[src/rtl/irq_chain_pkg.sv]
package irq_chain_pkg;
  localparam int SRC_N   = 3;
  localparam int SRC_PIO = 0;
  localparam int SRC_TMR = 1;
  localparam int SRC_FLT = 2;

  typedef struct packed {
    logic             grant;
    logic [SRC_N-1:0] clrHot;
  } ctrlStrobe_t;
endpackage

[src/rtl/irq_chain_dp.sv]
module irq_chain_dp
  import irq_chain_pkg::*;
#(
  parameter int VEC_W = 8
) (
  input  logic             clk,
  input  logic             rstN,
  input  logic             pioEvt,
  input  logic             tmrEvt,
  input  logic             faultN,
  input  logic             pioFaultEn,
  input  logic             tmrEn,
  input  logic [VEC_W-1:0] vecPio,
  input  logic [VEC_W-1:0] vecTmr,
  input  logic [VEC_W-1:0] vecFault,
  input  ctrlStrobe_t      strobe,
  output logic [SRC_N-1:0] enPend,
  output logic [VEC_W-1:0] vecOut,
  output logic             vecValid
);
  logic [SRC_N-1:0] rawLvl, prevLvl, evtHit, pending, enMask;
  logic [VEC_W-1:0] vecArr [SRC_N];
  logic [VEC_W-1:0] vecSel;

  // active-high view of each source line
  always_comb begin
    rawLvl          = '0;
    rawLvl[SRC_PIO] = pioEvt;
    rawLvl[SRC_TMR] = tmrEvt;
    rawLvl[SRC_FLT] = ~faultN;
    enMask          = '0;
    enMask[SRC_PIO] = pioFaultEn;
    enMask[SRC_TMR] = tmrEn;
    enMask[SRC_FLT] = pioFaultEn;
  end

  assign vecArr[SRC_PIO] = vecPio;
  assign vecArr[SRC_TMR] = vecTmr;
  assign vecArr[SRC_FLT] = vecFault;

  assign evtHit = rawLvl & ~prevLvl;
  assign enPend = pending & enMask;

  // one-hot select of the granted vector
  always_comb begin
    vecSel = '0;
    for (int i = 0; i < SRC_N; i++)
      if (strobe.clrHot[i]) vecSel = vecSel | vecArr[i];
  end

  always_ff @(posedge clk or negedge rstN) begin
    if (!rstN) begin
      prevLvl  <= '0;
      pending  <= '0;
      vecOut   <= '0;
      vecValid <= 1'b0;
    end else begin
      prevLvl  <= rawLvl;
      // a new event wins over the grant clear
      pending  <= (pending & ~strobe.clrHot) | evtHit;
      vecValid <= strobe.grant;
      vecOut   <= strobe.grant ? vecSel : '0;
    end
  end
endmodule

[src/rtl/irq_chain_ctrl.sv]
module irq_chain_ctrl
  import irq_chain_pkg::*;
(
  input  logic             clk,
  input  logic             rstN,
  input  logic [SRC_N-1:0] enPend,
  input  logic             prioIn,
  input  logic             ackStrobe,
  input  logic             endSvcN,
  output ctrlStrobe_t      strobe,
  output logic             inSvc,
  output logic             intReq,
  output logic             prioOut
);
  logic             anyPend, grant;
  logic [SRC_N-1:0] winHot;

  assign anyPend = |enPend;

  // highest index is most urgent: fault, then timer, then parallel
  always_comb begin
    winHot = '0;
    for (int i = 0; i < SRC_N; i++)
      if (enPend[i]) winHot = SRC_N'(1) << i;
  end

  assign grant         = ackStrobe & prioIn & anyPend & ~inSvc;
  assign strobe.grant  = grant;
  assign strobe.clrHot = grant ? winHot : '0;

  assign intReq  = anyPend & ~inSvc;
  assign prioOut = prioIn & ~anyPend & ~inSvc;

  always_ff @(posedge clk or negedge rstN) begin
    if (!rstN)                 inSvc <= 1'b0;
    else if (grant)            inSvc <= 1'b1;
    else if (inSvc && !endSvcN) inSvc <= 1'b0;
  end
endmodule

[src/rtl/irq_chain_top.sv]
module irq_chain_top
  import irq_chain_pkg::*;
#(
  parameter int VEC_W = 8
) (
  input  logic             clk,
  input  logic             rstN,
  input  logic             pioEvt,
  input  logic             tmrEvt,
  input  logic             faultN,
  input  logic             pioFaultEn,
  input  logic             tmrEn,
  input  logic [VEC_W-1:0] vecPio,
  input  logic [VEC_W-1:0] vecTmr,
  input  logic [VEC_W-1:0] vecFault,
  input  logic             prioIn,
  output logic             prioOut,
  input  logic             ackStrobe,
  input  logic             endSvcN,
  output logic             intReq,
  output logic [VEC_W-1:0] vecOut,
  output logic             vecValid
);
  ctrlStrobe_t      strobe;
  logic [SRC_N-1:0] enPend;
  logic             inSvc;

  irq_chain_dp #(.VEC_W(VEC_W)) u_dp (
    .clk(clk), .rstN(rstN), .pioEvt(pioEvt), .tmrEvt(tmrEvt), .faultN(faultN),
    .pioFaultEn(pioFaultEn), .tmrEn(tmrEn), .vecPio(vecPio), .vecTmr(vecTmr),
    .vecFault(vecFault), .strobe(strobe), .enPend(enPend), .vecOut(vecOut),
    .vecValid(vecValid)
  );

  irq_chain_ctrl u_ctrl (
    .clk(clk), .rstN(rstN), .enPend(enPend), .prioIn(prioIn),
    .ackStrobe(ackStrobe), .endSvcN(endSvcN), .strobe(strobe), .inSvc(inSvc),
    .intReq(intReq), .prioOut(prioOut)
  );
endmodule

[config.mk]
export PLATFORM = sky130hd
export DESIGN_NAME = irq_chain_top
export DESIGN_NICKNAME = d
export VERILOG_FILES = /design/src/rtl/irq_chain_pkg.sv /design/src/rtl/irq_chain_dp.sv /design/src/rtl/irq_chain_ctrl.sv /design/src/rtl/irq_chain_top.sv
export SDC_FILE = /design/constraint.sdc
export NUM_CORES = 1
export LEC_CHECK = 0
export ABC_AREA = 0
export BUFFER_PORTS_ARGS = -buffer_cell sky130_fd_sc_hd__clkbuf_2
export CAP_MARGIN = 20
export CORE_ASPECT_RATIO = 0.75
export CORE_UTILIZATION = 40
export DETAILED_ROUTE_END_ITERATION = 10
export MAX_ROUTING_LAYER = met4
export PLACE_DENSITY_LB_ADDON = 0.2
export SKIP_LAST_GASP = 1
export SLEW_MARGIN = 20
export SYNTH_ARGS = -nofsm -noshare
export SYNTH_HDL_FRONTEND = slang
export SYNTH_SLANG_ARGS = --single-unit
[constraint.sdc]
create_clock -name clk -period 1.5 [get_ports clk]
set_input_delay 0.075 -clock clk [delete_from_list [all_inputs] [get_ports clk]]
set_output_delay 0.075 -clock clk [all_outputs]
set_load 0.1 [all_outputs]
==> results of run 1 <==
cells by family (layout without fill, tap and decap cells):
logic type,Yosys count,after routing,synth area share (%)
DFF,16,16,49.8
AOI/OAI and AO/OA,15,15,13.4
and+or+nand+nor,35,35,27.6
buffers and inverters,11,64,9.19
metal layers:
| metal | global-route usage (%) | routed length, um | up-vias |
|---|---|---|---|
| li1 | - | - | 401 |
| met1 | 26.1 | 951 | 387 |
| met2 | 42.6 | 1110 | 56 |
| met3 | 8.15 | 244 | 7 |
| met4 | 1.97 | 30 | 0 |
| met5 | - | 0 | - |
state kept, by name, indices dropped and copies added, names as in the netlist:
| name | cells |
|---|---|
| u_dp.vecValid | 1 |
| u_dp.prevLvl | 3 |
| u_dp.vecOut | 8 |
| u_dp.pending | 3 |
| u_ctrl.inSvc | 1 |
cells in the final DEF (no fill, tap or decap):
| master | Yosys | final |
|---|---|---|
| inv_1 | 5 | 5 |
| nor2b_1 | 1 | 1 |
| nand2_1 | 2 | 2 |
| buf_4 | 0 | 6 |
| nand3_2 | 1 | 1 |
| nand2_2 | 2 | 2 |
| and4b_1 | 1 | 1 |
| o21a_2 | 0 | 1 |
| a22o_1 | 2 | 2 |
| nand3_1 | 9 | 9 |
| nand4_1 | 16 | 16 |
| clkbuf_4 | 0 | 3 |
| clkbuf_2 | 0 | 42 |
| buf_12 | 0 | 2 |
| o21ai_4 | 1 | 1 |
| a31oi_1 | 8 | 8 |
| and2_4 | 0 | 1 |
| o22ai_1 | 1 | 1 |
| a21oi_4 | 0 | 1 |
| and3b_1 | 1 | 1 |
| o21ai_2 | 0 | 1 |
| nor4b_4 | 0 | 1 |
| dlygate4sd3_1 | 0 | 5 |
| clkbuf_8 | 0 | 1 |
| dfrtp_1 | 16 | 16 |
path summary, 6_finish.rpt:
kind,startpoint,to,slack [ps]
max in group asynchronous,rstN,u_dp.vecOut[2],960
worst min register to register,u_dp.prevLvl[2],u_dp.pending[2],450
min in group asynchronous,rstN,u_dp.vecOut[5],250
worst max-delay path,u_dp.pending[2],prioOut,-50
worst max register to register,u_ctrl.inSvc,u_dp.vecOut[0],110
worst min-delay path,vecPio[7],u_dp.vecOut[7],20
worst register-to-register path, delay by kind of cell (launching register included):
| kind | cells | cell delay, ps |
|---|---|---|
| AND/OR/NAND/NOR | 2 | 530 |
| AO/OA/AOI/OAI | 1 | 190 |
| flip-flops | 1 | 390 |
| buffers and inverters | 1 | 200 |
power breakdown:
part,switching (W),internal (W),leakage (nW)
Sequential,0.0000103,0.000453,0.201
Combinational,0.000230,0.000122,0.367
Clock,0.000138,0.000148,0.0210
layout make-up:
type                            count  share of cell area, %
Sequential cell                    16                   33.8
Clock buffer                        4                   3.06
Multi-Input combinational cell     50                   30.1
Inverter                            5                   1.58
Tap cell                           22                   2.32
Timing Repair Buffer               55                   29.1
what timing repair did:
action                                  CTS  global route
buffers inserted                          2             0
hold buffers                              5             0
resized for setup                         4             1
pin swaps                                 2             1
endpoints found under the setup margin    2             2
endpoints found under the hold margin    21             0
per-stage QoR:
stage / setup TNS (ps) / cells
floorplan: -295 / 77
global placement: 0 / 141
detailed placement: 0 / 141
CTS: -60.6 / 152
global route: -96.7 / 152
finish: -46.2 / 152
==> impl_metrics.env, run 1 <==
export IMPL_outcome="finished with violations"
export IMPL_violations="setup timing"
export IMPL_vdd_drop_max_uv=580
export IMPL_routedWlPerCell_um=15.4
export IMPL_whs_ps=18.2
export IMPL_worstSetupStartpointType="flop"
export IMPL_synth_top_area_share_pct=49.8
export IMPL_fin_crit_sh_pct=103
export IMPL_n_antenna_cell=0
export IMPL_h_tree_depth=1
export IMPL_arrival_ps=1470
export IMPL_synth_common_cells="dfrtp_1, nand4_1, nand3_1"
export IMPL_critPathMaxStageDelay_ps=390
export IMPL_min_period_ps=1550
export IMPL_power_density_nw_per_um2=929
export IMPL_dieHeight_um=40.8
export IMPL_grt_overflow=0
export IMPL_drive_above_1_share_pct=48.5
export IMPL_wirelength_um=2340
export IMPL_yosys_register_bits=16
export IMPL_die_area_um2=2190
export IMPL_seq_area_um2=400
export IMPL_cp_cell_sequence="o21a_2 > nor4b_4 > buf_12"
export IMPL_drc=0
export IMPL_clk_latency_ps=290
export IMPL_ys_seq_area_share_pct=49.8
export IMPL_synth_fp_nets=111
export IMPL_path_class="reg -> out"
export IMPL_core_um2=1810
export IMPL_fillerInstances=155
export IMPL_ys_top_cells_by_area="dfrtp_1, nand4_1, a31oi_1, nand3_1, buf_6"
export IMPL_die_w_um=53.7
export IMPL_rsz0062_at_grt="true"
export IMPL_grt_max_degree=17
export IMPL_synth_area_um2=803
export IMPL_cp_required_ps=1420
export IMPL_crit_fanout=2
export IMPL_cts_reportedPaths_clkPinSlew_ps=100
export IMPL_area_growth_synth_to_final_pct=47.5
export IMPL_grt_pass1_wl_um=3370
export IMPL_grt_pass1_vias=758
export IMPL_yosysWarningCount=0
export IMPL_gp_congestion=0.762
export IMPL_r2r_cells=4
export IMPL_fin_nets=165
export IMPL_avgSynthCellArea_um2=10.4
export IMPL_hold_path_class="in -> reg"
export IMPL_io_buffers=44
export IMPL_power_w=0.00110
export IMPL_synth_enable_flop_cells=0
export IMPL_stdcell_area_um2=1180
export IMPL_numCtsBuffers=3
export IMPL_p_leak_nw=0.589
export IMPL_drtPass1Iterations=4
export IMPL_cts_root_buffer="clkbuf_4"
export IMPL_cts_tree="built"
export IMPL_pin_count=45
export IMPL_vias_per_cell=5.60
export IMPL_path_buf_inv=1
export IMPL_finalSetupViolations=1
export IMPL_netlist_instances=77
export IMPL_ctsLongestPathBuffers=2
export IMPL_cp_top_family="flip-flops"
export IMPL_ant_nets=0
export IMPL_grt_use_total_pct=23.5
export IMPL_ys_async_sr_fraction_pct=100
export IMPL_dpl_cell_area_um2=1080
export IMPL_fmax_mhz=647
export IMPL_vias=851
export IMPL_drt_iter0_drc=31
export IMPL_hpwl_um=1660
export IMPL_cp_end_kind="output pin"
export IMPL_multi_input_area_um2=357
export IMPL_clock_sinks=16
export IMPL_slowest_stage="dfrtp_1"
export IMPL_drv_cap=0
export IMPL_skew_ps=7.91
export IMPL_worst_slack_ps=-46.2
export IMPL_worst_pin_slew_ps=548
export IMPL_start_util_pct=44.5
export IMPL_rows=13
export IMPL_slew_headroom_pct=63.6
export IMPL_hold_path_depth=3
export IMPL_hold_violations=0
export IMPL_worst_path_stages=3
export IMPL_post_route_util_pct=65.6
export IMPL_yosysUniqueCellTypes=21
export IMPL_ys_flop_type="dfrtp_1"
export IMPL_dp_slack_ps=184
export IMPL_yosysTopAreaCell="dfrtp_1"
export IMPL_maxSlewViolCount=0
export IMPL_antenna_found_initial=0
No activity file was read; power rests on OpenSTA's default activity.
==> run 2: changes to the inputs <==
Settings changed: PLACE_DENSITY_LB_ADDON 0.2 to 0.05.
==> impl_metrics.env, run 2 (synthesis gave the netlist of run 1 again) <==
export IMPL_whs_ps=7.40
export IMPL_largest_reg_flops=8
export IMPL_gp_congestion=0.776
export IMPL_fillerInstances=149
export IMPL_violations="setup timing"
export IMPL_final_common_cell="clkbuf_2"
export IMPL_fin_cells=151
export IMPL_grt_pass1_wl_um=3340
export IMPL_arrival_ps=1470
export IMPL_drive_above_1_share_pct=48.1
export IMPL_slew_headroom_pct=64.2
export IMPL_hpwl_um=1510
export IMPL_dieHeight_um=40.8
export IMPL_grt_pass1_vias=733
export IMPL_n_antenna_cell=0
export IMPL_crit_fanout=2
export IMPL_rows=13
export IMPL_p_switching_w=0.000382
export IMPL_io_buffers=44
export IMPL_start_util_pct=44.5
export IMPL_regMostFlops="u_dp.vecOut"
export IMPL_hold_path_depth=3
export IMPL_skew_ps=6.34
export IMPL_path_class="reg -> out"
export IMPL_fmax_mhz=645
export IMPL_largestRegisters="u_dp.vecOut (8), u_dp.pending (3), u_dp.prevLvl (3)"
export IMPL_routedWlPerCell_um=14.1
export IMPL_p_leak_nw=0.584
export IMPL_r2r_setup_slack_ps=170
export IMPL_grt_overflow=0
export IMPL_vias=830
export IMPL_r2r_cells=3
export IMPL_dpl_cell_area_um2=1070
export IMPL_mostFrequentLayoutCells="clkbuf_2, nand4_1, dfrtp_1, nand3_1, a31oi_1"
export IMPL_r2r_start="u_ctrl.inSvc"
export IMPL_worstSetupStartpointType="flop"
export IMPL_cts_tree="built"
export IMPL_fin_crit_sh_pct=103
export IMPL_area_growth_synth_to_final_pct=46.6
export IMPL_numCtsBuffers=3
export IMPL_seqPwrFrac_pct=42.1
export IMPL_wirelength_um=2130
export IMPL_drtPass1Iterations=5
export IMPL_min_period_ps=1550
export IMPL_die_area_um2=2190
export IMPL_cts_reportedPaths_clkPinSlew_ps=100
export IMPL_drv_cap=0
export IMPL_pin_count=45
export IMPL_cp_end_kind="output pin"
export IMPL_die_w_um=53.7
export IMPL_clkPwrFrac_pct=26.5
export IMPL_rsz0062_at_grt="true"
export IMPL_vdd_drop_max_uv=590
export IMPL_power_density_nw_per_um2=937
export IMPL_cp_required_ps=1420
export IMPL_drt_iter0_drc=23
export IMPL_worst_slack_ps=-49.4
export IMPL_whs_endpoint="u_dp.vecOut[6]"
export IMPL_grt_max_degree=17
export IMPL_pwr_share_comb_pct=31.3
export IMPL_seq_area_um2=400
export IMPL_finalSetupViolations=1
export IMPL_maxSlewViolCount=0
export IMPL_ant_nets=0
export IMPL_drc=0
export IMPL_hold_violations=0
export IMPL_vias_per_cell=5.50
export IMPL_swShare_pct=34.6
export IMPL_antenna_found_initial=0
export IMPL_multi_input_area_um2=357
export IMPL_clock_sinks=16
export IMPL_outcome="finished with violations"
export IMPL_core_um2=1810
export IMPL_stdcell_area_um2=1180
export IMPL_grt_use_total_pct=23.4
export IMPL_hold_path_class="in -> reg"
export IMPL_dp_cells=140
export IMPL_p_int_w=0.000722
export IMPL_ctsLongestPathBuffers=2
export IMPL_worst_pin_slew_ps=539
export IMPL_cts_root_buffer="clkbuf_4"
export IMPL_tns_ps=-49.4
export IMPL_fin_nets=164
export IMPL_min_from="vecPio[6]"
export IMPL_rr_endpoint="u_dp.pending[0]"
export IMPL_post_route_util_pct=65.2
export IMPL_h_tree_depth=1
export IMPL_clk_latency_ps=300
==> run 2: changes by cell type in the layout (fill, tap and decap cells not counted) <==
cell	delta
buf_4	-1
==> run 2: cell type report <==
class | count | area share [%]
clock buffer | 4 | 3.08
inverter | 5 | 1.59
multi-input combinational | 50 | 30.3
sequential | 16 | 34.0
tap | 22 | 2.34
timing repair buffer | 54 | 28.7
==> run 2: how the worst max path moves through the flow <==
stage / from / end / cells after the start
global placement: u_ctrl.inSvc / u_dp.pending[0] / 3
floorplan: u_dp.pending[2] / prioOut / 2
CTS: u_dp.pending[2] / prioOut / 3
detailed placement: u_ctrl.inSvc / u_dp.pending[0] / 3
finish: u_dp.pending[2] / prioOut / 3
global route: u_dp.pending[2] / prioOut / 3
==> run 2: what timing repair did <==
action | in CTS | in global routing
buffers inserted | 2 | 0
pin swaps | 2 | 1
endpoints found under the setup margin | 2 | 2
resized for setup | 4 | 1
hold buffers | 5 | 0
hold endpoints to repair | 21 | 0
==> run 2: per-layer routing <==
layer / GRT usage (%) / wire length (um) / vias to the layer above
met3: 9.26 / 216 / 4
li1: - / - / 400
met1: 27.3 / 882 / 382
met2: 36.7 / 1010 / 44
met4: 8.55 / 25 / 0
met5: - / 0 / -
==> run 2: power by group through the flow <==
stage	registers (W)	clock network, W	logic (W)
final	0.000465	0.000293	0.000346
after global routing	0.000468	0.000321	0.000370
after CTS	0.000464	0.000300	0.000344
after detailed placement	0.000473	0	0.000325
after global placement	0.000471	0	0.000323
after floorplan	0.000530	0	0.000160
==> run 2: critical path, stage by stage, from the launching register on <==
cell and delay, ps:
dfrtp_1 390, o21a_2 240, nor4b_4 320, buf_12 220
==> run 2: stage by stage <==
| stage | setup WS [ps] | power, W |
|---|---|---|
| 6_report | -49.4 | 0.00110 |
| 2_1_floorplan | -295 | 0.000689 |
| 3_3_place_gp | 228 | 0.000794 |
| 4_1_cts | -60.4 | 0.00111 |
| 3_5_place_dp | 199 | 0.000798 |
| 5_1_grt | -101 | 0.00116 |
